### src/rtl/dbg_pipe_pkg.sv
package dbg_pipe_pkg;

  typedef enum logic [1:0] {
    SEL_SNAP   = 2'd0,
    SEL_GDB    = 2'd1,
    SEL_FETCH  = 2'd2,
    SEL_DECODE = 2'd3
  } readSel_e;

  typedef struct packed {
    logic capture;   // freeze latch and stage addresses
    logic loadSnap;  // copy program-data write into saved latch
    logic loadGdb;   // core write to the global-data register
    logic loadShift; // parallel load of the serial shifter
    logic shiftOne;  // advance the shifter by one bit
    logic restore;   // drive restore bus
  } ctlStrobes_t;

endpackage

### src/rtl/dbg_pipe_ctl.sv
module dbg_pipe_ctl
  import dbg_pipe_pkg::*;
#(
  parameter int IO_ADDR_W = 16,
  parameter logic [IO_ADDR_W-1:0] GDB_ADDR = 16'hFFFC,
  parameter int SYNC_STAGES = 2
) (
  input  logic                 clk,
  input  logic                 rstN,
  input  logic                 dbgEnter,
  input  logic                 dbgExit,
  input  logic                 goCmd,
  input  logic                 coreWrEn,
  input  logic [IO_ADDR_W-1:0] coreWrAddr,
  input  logic                 pdbWrEn,
  input  logic                 readCmd,
  input  logic                 dbgClk,
  output logic                 inDebug,
  output logic                 firstPending,
  output ctlStrobes_t          strobes
);

  localparam int SYNC_TOP = SYNC_STAGES - 1;

  logic [SYNC_STAGES:0] clkSync;
  logic                 dbgRise;

  always_ff @(posedge clk or negedge rstN) begin
    if (!rstN) clkSync <= '0;
    else       clkSync <= {clkSync[SYNC_STAGES-1:0], dbgClk};
  end

  assign dbgRise = clkSync[SYNC_TOP] & ~clkSync[SYNC_STAGES];

  always_comb begin
    strobes.capture   = dbgEnter & ~inDebug;
    strobes.restore   = dbgExit & inDebug;
    strobes.loadSnap  = pdbWrEn & inDebug & firstPending;
    strobes.loadGdb   = coreWrEn & (coreWrAddr == GDB_ADDR);
    strobes.loadShift = readCmd;
    strobes.shiftOne  = dbgRise & ~readCmd;
  end

  always_ff @(posedge clk or negedge rstN) begin
    if (!rstN) begin
      inDebug      <= 1'b0;
      firstPending <= 1'b0;
    end else begin
      if (strobes.capture) begin
        inDebug      <= 1'b1;
        firstPending <= 1'b1;
      end else if (strobes.restore) begin
        inDebug      <= 1'b0;
        firstPending <= 1'b0;
      end else if (inDebug && goCmd) begin
        firstPending <= 1'b1;
      end else if (strobes.loadSnap) begin
        firstPending <= 1'b0;
      end
    end
  end

endmodule

### src/rtl/dbg_pipe_dp.sv
module dbg_pipe_dp
  import dbg_pipe_pkg::*;
#(
  parameter int DATA_W = 24,
  parameter int ADDR_W = 16
) (
  input  logic              clk,
  input  logic              rstN,
  input  ctlStrobes_t       strobes,
  input  logic [DATA_W-1:0] instLatch,
  input  logic [ADDR_W-1:0] fetchAddr,
  input  logic [ADDR_W-1:0] decodeAddr,
  input  logic [DATA_W-1:0] coreWrData,
  input  logic [DATA_W-1:0] pdbWrData,
  input  logic [1:0]        readSel,
  output logic [DATA_W-1:0] snapReg,
  output logic [DATA_W-1:0] gdbReg,
  output logic [ADDR_W-1:0] fetchReg,
  output logic [ADDR_W-1:0] decodeReg,
  output logic              dataOut,
  output logic [DATA_W-1:0] restoreData,
  output logic              restoreValid
);

  localparam int PAD_W = DATA_W - ADDR_W;

  logic [DATA_W-1:0] fetchWide, decodeWide, shiftSrc, shiftReg;

  generate
    if (PAD_W > 0) begin : g_pad
      assign fetchWide  = {{PAD_W{1'b0}}, fetchReg};
      assign decodeWide = {{PAD_W{1'b0}}, decodeReg};
    end else begin : g_trunc
      assign fetchWide  = fetchReg[DATA_W-1:0];
      assign decodeWide = decodeReg[DATA_W-1:0];
    end
  endgenerate

  always_comb begin
    unique case (readSel_e'(readSel))
      SEL_SNAP:   shiftSrc = snapReg;
      SEL_GDB:    shiftSrc = gdbReg;
      SEL_FETCH:  shiftSrc = fetchWide;
      default:    shiftSrc = decodeWide;
    endcase
  end

  always_ff @(posedge clk or negedge rstN) begin
    if (!rstN) begin
      snapReg   <= '0;
      fetchReg  <= '0;
      decodeReg <= '0;
    end else if (strobes.capture) begin
      snapReg   <= instLatch;
      fetchReg  <= fetchAddr;
      decodeReg <= decodeAddr;
    end else if (strobes.loadSnap) begin
      snapReg   <= pdbWrData;
    end
  end

  always_ff @(posedge clk or negedge rstN) begin
    if (!rstN)                gdbReg <= '0;
    else if (strobes.loadGdb) gdbReg <= coreWrData;
  end

  always_ff @(posedge clk or negedge rstN) begin
    if (!rstN)                  shiftReg <= '0;
    else if (strobes.loadShift) shiftReg <= shiftSrc;
    else if (strobes.shiftOne)  shiftReg <= {1'b0, shiftReg[DATA_W-1:1]};
  end

  assign dataOut = shiftReg[0];

  always_ff @(posedge clk or negedge rstN) begin
    if (!rstN) begin
      restoreData  <= '0;
      restoreValid <= 1'b0;
    end else begin
      restoreValid <= strobes.restore;
      if (strobes.restore) restoreData <= snapReg;
    end
  end

endmodule

### src/rtl/dbg_pipe_capture.sv
module dbg_pipe_capture
  import dbg_pipe_pkg::*;
#(
  parameter int DATA_W = 24,
  parameter int ADDR_W = 16,
  parameter int IO_ADDR_W = 16,
  parameter logic [IO_ADDR_W-1:0] GDB_ADDR = 16'hFFFC
) (
  input  logic                 clk,
  input  logic                 rstN,
  input  logic                 dbgEnter,
  input  logic                 dbgExit,
  input  logic                 goCmd,
  input  logic [DATA_W-1:0]    instLatch,
  input  logic [ADDR_W-1:0]    fetchAddr,
  input  logic [ADDR_W-1:0]    decodeAddr,
  input  logic                 coreWrEn,
  input  logic [IO_ADDR_W-1:0] coreWrAddr,
  input  logic [DATA_W-1:0]    coreWrData,
  input  logic                 pdbWrEn,
  input  logic [DATA_W-1:0]    pdbWrData,
  input  logic                 readCmd,
  input  logic [1:0]           readSel,
  input  logic                 dbgClk,
  output logic                 dataOut,
  output logic                 inDebug,
  output logic [DATA_W-1:0]    restoreData,
  output logic                 restoreValid
);

  ctlStrobes_t       strobes;
  logic              firstPending;
  logic [DATA_W-1:0] snapReg, gdbReg;
  logic [ADDR_W-1:0] fetchReg, decodeReg;

  dbg_pipe_ctl #(
    .IO_ADDR_W(IO_ADDR_W),
    .GDB_ADDR (GDB_ADDR),
    .SYNC_STAGES(2)
  ) u_ctl (
    .clk, .rstN, .dbgEnter, .dbgExit, .goCmd, .coreWrEn, .coreWrAddr,
    .pdbWrEn, .readCmd, .dbgClk, .inDebug, .firstPending, .strobes
  );

  dbg_pipe_dp #(
    .DATA_W(DATA_W),
    .ADDR_W(ADDR_W)
  ) u_dp (
    .clk, .rstN, .strobes, .instLatch, .fetchAddr, .decodeAddr,
    .coreWrData, .pdbWrData, .readSel, .snapReg, .gdbReg, .fetchReg,
    .decodeReg, .dataOut, .restoreData, .restoreValid
  );

endmodule

### config.mk
export PLATFORM = sky130hd
export DESIGN_NAME = dbg_pipe_capture
export DESIGN_NICKNAME = d
export VERILOG_FILES = /design/src/rtl/dbg_pipe_pkg.sv /design/src/rtl/dbg_pipe_ctl.sv /design/src/rtl/dbg_pipe_dp.sv /design/src/rtl/dbg_pipe_capture.sv
export SDC_FILE = /design/constraint.sdc
export NUM_CORES = 1
export LEC_CHECK = 0
export BUFFER_PORTS_ARGS = -buffer_cell sky130_fd_sc_hd__buf_2
export CORE_ASPECT_RATIO = 0.7
export CORE_UTILIZATION = 37
export CTS_BUF_LIST = sky130_fd_sc_hd__clkbuf_16
export DETAILED_ROUTE_END_ITERATION = 10
export PLACE_DENSITY = 0.63
export SYNTH_ARGS = -nofsm -noshare
export SYNTH_HDL_FRONTEND = slang
export SYNTH_SLANG_ARGS = --single-unit
### constraint.sdc
create_clock -name clk -period 1.7 [get_ports clk]
set_input_delay 0.34 -clock clk [delete_from_list [all_inputs] [get_ports clk]]
set_output_delay 0.34 -clock clk [all_outputs]
set_load 0.05 [all_outputs]
## Word-level counts from Yosys, hierarchy flattened

Cells that the tools add are included.

| operators by class | value |
|---|---|
| equality and inequality tests | 3 |
| mux-type cells | 11 |
| bitwise gates (word level) | 10 |
| reduce and logical (&&, ||, !) cells | 6 |

Operator list:

| operator | count |
|---|---|
| $mux 24 | 4 |
| $pmux 24 s3 | 1 |
| $eq 16x16->1 const B | 1 |
| $and 1x1->1 | 7 |
| $mux 1 | 6 |
| $reduce_bool 2->1 | 3 |
| $reduce_bool 4->1 | 1 |
| $not 1->1 | 3 |
| $eq 2x1->1 const B | 1 |
| $eq 2x2->1 const B | 1 |
| $logic_not 2->1 | 1 |
| $logic_and 1x1->1 | 1 |

| word-level totals | value |
|---|---|
| bits in registers | 134 |
| input bits | 131 |
| output and inout port bits | 27 |
| word-level logic and storage cells | 40 |

## Depth between registers and ports, before layout

Gate-level depths: netlist of the first run.

| depth | value |
|---|---|
| word-level depth | 6 |
| mapped depth | 5 |

## Hierarchy

A second synthesis of the first run with hierarchy kept.

| second synthesis, totals | value |
|---|---|
| cell total of the unflattened synthesis | 443 |
| area, all modules | 6040.8 sq um |

By module, submodules not included:

| module | times used | cells each | area each (sq um) | seq. area each (sq um) |
|---|---|---|---|---|
| dbg_pipe_dp | 1 | 421 | 5810.6 | 3228.1 |
| dbg_pipe_ctl | 1 | 22 | 230.2 | 125.1 |

## Least setup slack after synthesis of the first run

OpenSTA, ideal clock, no wires.

| path | value |
|---|---|
| path kind | register -> register |
| start | register u_ctl.inDebug |
| end | register u_dp.decodeReg[0] |
| setup time | 0.128 ns |
| arrival | 1.476 ns |
| required time | 1.572 ns |
| slack | 0.096 ns |
| cell stages (with the launch flop) | 5 |
| buffers on the path | 2 |
| period minus slack after synthesis | 1.604 ns |
| cell sequence | dfrtp_1 nor2b_2 buf_6 buf_4 mux2_1 |

| between the ends | value |
|---|---|
| longest elaborated chain between the ends | 2 |

RTL lines:

| element | RTL line | RTL |
|---|---|---|
| start: declaration | dbg_pipe_ctl.sv:18 | `output logic inDebug,` |
| start signal: assignment | dbg_pipe_ctl.sv:46 | `inDebug <= 1'b0;` |
| start signal: assignment | dbg_pipe_ctl.sv:50 | `inDebug <= 1'b1;` |
| start signal: assignment | dbg_pipe_ctl.sv:53 | `inDebug <= 1'b0;` |
| $not 1->1 | dbg_pipe_ctl.sv:36 | `strobes.capture = dbgEnter & ~inDebug;` |
| $and 1x1->1 | dbg_pipe_ctl.sv:36 |  |
| end signal: assignment | dbg_pipe_dp.sv:56 | `decodeReg <= decodeAddr;` |
| end: declaration | dbg_pipe_dp.sv:19 | `output logic [ADDR_W-1:0] decodeReg,` |

No other way between the ends.
A chain may end at the register's enable or synchronous reset.

## Final worst setup path of the first run

| path | value |
|---|---|
| start | register u_ctl.inDebug |
| end | output inDebug |

RTL lines:

| element | RTL line | RTL |
|---|---|---|
| end: declaration | dbg_pipe_capture.sv:26 | `output logic inDebug,` |

No word-level cell between the ends.

==> flow_metrics.tcl, run 1 <==
set metrics [dict create \
    outcome "finished, violations left" \
    violations "design-rule violations" \
    yosys-top-cells-area "dfrtp_1 (57%), mux2_2 (12%), mux2i_1 (9.3%)" \
    required_ns 1.36 \
    hold_buffers 1 \
    synth_cell_types 26 \
    io_buffers 157 \
    ys_seq_area_share_pct 56.9 \
    final_cells 798 \
    grt_pass1_wl_microns 22000 \
    synth_top_cell_area_share_pct 56.9 \
    p_per_area_mw_per_mm2 1450 \
    start_util_pct 38.0 \
    io_pins 158 \
    drc 2 \
    firstDrtPassIters 9 \
    crit_slowest_cell "dfrtp_1" \
    avgSynthCellArea_sq_um 14.0 \
    crit_family "flip-flops" \
    synth.cell_area_sq_mm 0.00589 \
    dp.cells 764 \
    syn_nets 552 \
    clockBufferDepth 2 \
    path_class "reg2out" \
    netlist_instances 421 \
    drive_above_1_share_pct 47.1 \
    period_needed_ns 1.57 \
    grt_max_degree 50 \
    min_path_type "in2reg" \
    layout_commonest_cell "buf_2" \
    setup_slack_ns 0.127 \
    gp_congestion 0.748 \
    postRouteWirelength_microns 13800 \
    areaGrowthSynthToFinish_pct 28.0 \
    row_count 38 \
    grt_pass1_vias 4114 \
    wl_per_cell_microns 17.3 \
    synth_seq_cells 134 \
    fin_worst_skew_ns 0.00842 \
    total_power_uw 10900 \
    layout_common_cells "buf_2 (156), dfrtp_1 (134), mux2_2 (64)" \
    drv_cap 0 \
    antenna_found_initial 0 \
    start_kind "register" \
    irDropWorstVdd_mv 0.742 \
    numCtsBuffers 17 \
    min_period_over_period_pct 92.5 \
    cts_tree "yes" \
    cp_cell_sequence "buf_2" \
    vias 3967 \
    overflow 0 \
    worstPathArrival_ns 1.23 \
    fin_nets 715 \
    clock-sinks 134 \
    ant_nets 0 \
    hold_viol 0 \
    worst-path-buf-inv 1 \
    clkLatencyLatePin_ns 0.41 \
    setup_viol_count_final 0 \
    max_freq_mhz 636 \
    rsz0062_at_grt "false" \
    cts_resized 0 \
    r2r_slack_ns 0.23 \
    die_w_microns 153 \
    tightest_slew_ns 0.488 \
    die_h_microns 108 \
    finalMaxSlewViolations 0 \
    coreArea_sq_mm 0.0155 \
    ys_warn_count 0 \
    die_area_sq_mm 0.0164 \
    cts_max_level 4 \
    cts-root-buf "clkbuf_16" \
    via_per_inst 4.97 \
    synth_top_cell_by_area "dfrtp_1" \
    worstPathMaxFanout 7 \
    clk_pin_slew_ns 0.06 \
    max_slew_margin_pct 67.5 \
    slowest_delay_ns 0.50 \
    drt_iter0_drc 204 \
    endpoint_kind "output pin" \
    setup_tns_ns 0 \
    grt_use_total_pct 18.0 \
    leakage_uw 0.00359 \
    dpl_worst_slack_ns 0.211 \
    dp_hpwl_microns 9980 \
    post_cts_buffers 0 \
]
==> through the flow <==
step	instance area (sq um)	utilization, %	hold WS (ns)
6_report	7540	48.6	0.0376
3_3_place_gp	6950	44.8	0.320
4_1_cts	7530	48.6	0.0214
5_1_grt	7530	48.6	0.0210
2_1_floorplan	5890	-	0.0444
3_5_place_dp	6950	44.8	0.324
==> cell usage after synthesis (all sizes together) <==
| master | instances |
|---|---|
| a21oi | 24 |
| a22oi | 1 |
| a31o | 1 |
| buf | 22 |
| clkbuf | 6 |
| dfrtp | 134 |
| inv | 2 |
| mux2 | 80 |
| mux2i | 55 |
| mux4 | 16 |
| nand2 | 19 |
| nand2b | 2 |
| nand3 | 1 |
| nand4 | 3 |
| nor2 | 27 |
| nor2b | 1 |
| nor3 | 2 |
| o21ai | 16 |
| o22ai | 9 |
==> per-layer routing <==
metal | wire (microns) | track usage, % | vias to the layer above
li1 | - | - | 1857
met1 | 6430 | 23.8 | 1995
met2 | 6570 | 28.8 | 100
met3 | 645 | 4.79 | 15
met4 | 184 | 6.20 | 0
met5 | 0 | 0 | -
==> registers in the layout (all words and copies together), names as in the netlist <==
name / flops
u_ctl.firstPending: 1
u_dp.decodeReg: 16
u_ctl.clkSync: 3
u_dp.shiftReg: 24
u_dp.gdbReg: 24
u_ctl.inDebug: 1
u_dp.fetchReg: 16
u_dp.restoreValid: 1
u_dp.snapReg: 24
u_dp.restoreData: 24
==> where the power goes <==
group	leakage [uW]	internal, uW	switching, uW	total, uW
clock	0.000292	2260	1300	3560
sequential	0.00162	3970	495	4460
combinational	0.00168	1120	1790	2920
total	0.00359	7350	3590	10900
==> kinds of logic after synthesis <==
| logic type | share of synthesized area, % |
|---|---|
| flip-flops | 56.9 |
| multiplexers | 30.8 |
| AO/OA/AOI/OAI | 4.63 |
| AND/OR/NAND/NOR | 4.04 |
| buffers and inverters | 3.61 |
==> area by class of cell <==
cell class                 count  area [sq um]
antenna                        1          2.50
clock buffer                  17           425
clock inverter                15           149
fill                        1367          7960
inverter                       2          7.51
multi-input combinational    257          2330
sequential                   134          3350
tap                          200           250
timing repair buffer         172          1020
==> worst paths after layout <==
path,start,endpoint,depth (start not counted)
max in group asynchronous,rstN,u_dp.shiftReg[4],3
max,u_ctl.inDebug,inDebug,1
max reg2reg,u_ctl.inDebug,u_dp.snapReg[19],4
min,dbgClk,u_ctl.clkSync[0],1
min in group asynchronous,rstN,u_ctl.inDebug,2
min reg2reg,u_ctl.clkSync[0],u_ctl.clkSync[1],0
Power figures use the tool's default switching activity.
==> run 2, diff against run 1 <==
--- a/config.mk
+++ b/config.mk
@@ -6,11 +6,14 @@
 export NUM_CORES = 1
 export LEC_CHECK = 0
 export BUFFER_PORTS_ARGS = -buffer_cell sky130_fd_sc_hd__buf_2
+export CELL_PAD_IN_SITES_DETAIL_PLACEMENT = 0
+export CELL_PAD_IN_SITES_GLOBAL_PLACEMENT = 2
 export CORE_ASPECT_RATIO = 0.7
-export CORE_UTILIZATION = 37
+export CORE_UTILIZATION = 35
 export CTS_BUF_LIST = sky130_fd_sc_hd__clkbuf_16
 export DETAILED_ROUTE_END_ITERATION = 10
-export PLACE_DENSITY = 0.63
+export GPL_ROUTABILITY_DRIVEN = 0
+export PLACE_DENSITY = 0.82
 export SYNTH_ARGS = -nofsm -noshare
 export SYNTH_HDL_FRONTEND = slang
 export SYNTH_SLANG_ARGS = --single-unit
==> flow_metrics.tcl, run 2 (synthesis gave the netlist of run 1 again) <==
set metrics [dict create \
    coreArea_sq_mm 0.0164 \
    n_antenna_cell 0 \
    cts_max_level 4 \
    worst-path-buf-inv 1 \
    irDropWorstVdd_mv 0.576 \
    endpoint_kind "register" \
    firstDrtPassIters 4 \
    crit_family "flip-flops" \
    die_h_microns 111 \
    drt_iter0_drc 155 \
    outcome "complete, no violations" \
    worstPathArrival_ns 1.87 \
    dp.cells 787 \
    row_count 39 \
    cts-root-buf "clkbuf_16" \
    layout_common_cells "buf_2 (156), dfrtp_1 (134), mux2_2 (64)" \
    cp_cell_sequence "nor2b_4, buf_12, mux2i_1, a21oi_1" \
    io_pins 158 \
    worstPathMaxFanout 46 \
    grt_use_total_pct 17.4 \
    via_per_inst 4.80 \
    finalMaxSlewViolations 0 \
    crit_slowest_cell "dfrtp_1" \
    slowest_delay_ns 0.47 \
    fin_hold_ws_ns 0.0504 \
    vias 3940 \
    clockBufferDepth 2 \
    tightest_slew_ns 0.514 \
    wl_per_cell_microns 17.0 \
    setup_tns_ns 0 \
    required_ns 1.98 \
    max_freq_mhz 630 \
    layout_commonest_cell "buf_2" \
    grt_max_degree 51 \
    p_per_area_mw_per_mm2 1470 \
    final_cells 820 \
    fin_nets 713 \
    drv_cap 0 \
    setup_viol_count_final 0 \
    numCtsBuffers 17 \
    max_slew_margin_pct 65.8 \
    die_area_sq_mm 0.0174 \
    postRouteWirelength_microns 14000 \
    clk_pin_slew_ns 0.06 \
    antenna_found_initial 0 \
    path_class "reg2reg" \
    io_buffers 157 \
    drive_above_1_share_pct 47.6 \
    cts_tree "yes" \
    start_kind "register" \
    fin_worst_skew_ns 0.00616 \
    die_w_microns 157 \
    leakage_uw 0.00358 \
    min_path_type "in2reg" \
    areaGrowthSynthToFinish_pct 28.9 \
    grt_pass1_vias 4210 \
    hold_viol 0 \
    rsz0062_at_grt "false" \
    dp_hpwl_microns 10000 \
    min_period_over_period_pct 93.3 \
    start_util_pct 35.9 \
    ant_nets 0 \
    drc 0 \
    clkLatencyLatePin_ns 0.41 \
    clock-sinks 134 \
    overflow 0 \
    grt_pass1_wl_microns 22600 \
    period_needed_ns 1.59 \
]
run 2: where the power goes:
group          switching, uW  internal (uW)  leakage, uW  total, uW
logic                   1810           1120      0.00167       2930
clock network           1360           2430     0.000293       3800
registers                477           3960      0.00162       4440
run 2: per-stage QoR:
| stage | setup WS, ns | utilization (%) | area, sq um | power (uW) |
|---|---|---|---|---|
| 2_1_floorplan | 0.0960 | - | 5890 | 6500 |
| 5_1_grt | 0.0192 | 46.3 | 7590 | 11700 |
| 6_report | 0.113 | 46.3 | 7590 | 11200 |
| 3_5_place_dp | 0.147 | 42.5 | 6970 | 7460 |
| 3_3_place_gp | 0.197 | 42.5 | 6970 | 7370 |
| 4_1_cts | 0.113 | 46.3 | 7590 | 11300 |
run 2: area by class of cell:
class                           count  area, sq um
Clock inverter                     15          188
Fill cell                        1495         8810
Tap cell                          225          282
Clock buffer                       17          425
Timing Repair Buffer              170         1000
Multi-Input combinational cell    257         2330
Inverter                            2         7.51
Sequential cell                   134         3350
run 2: routing by layer:
metal	vias up	share of wire (%)	global-route usage, %
li1	1854	-	-
met1	1988	48	24.1
met3	9	4.5	4.79
met2	89	47	26.5
met4	0	0.73	5.24
met5	-	0	0
run 2: worst paths after layout:
| kind | from | endpoint | slack (ns) | depth (start not counted) |
|---|---|---|---|---|
| setup / recovery | u_ctl.inDebug | u_dp.snapReg[9] | 0.11 | 4 |
| hold / removal | dbgClk | u_ctl.clkSync[0] | 0.05 | 1 |
| setup reg to reg | u_ctl.inDebug | u_dp.snapReg[9] | 0.11 | 4 |
| hold reg to reg | u_ctl.clkSync[0] | u_ctl.clkSync[1] | 0.37 | 0 |
| max in group asynchronous | rstN | u_dp.gdbReg[14] | 0.63 | 3 |
| min in group asynchronous | rstN | u_dp.restoreData[5] | 0.44 | 2 |
run 2: timing repair:
action                    CTS  global route
buffers inserted            0             0
gates resized for setup     0             0
hold buffers                1             0
hold endpoints to repair   46             0
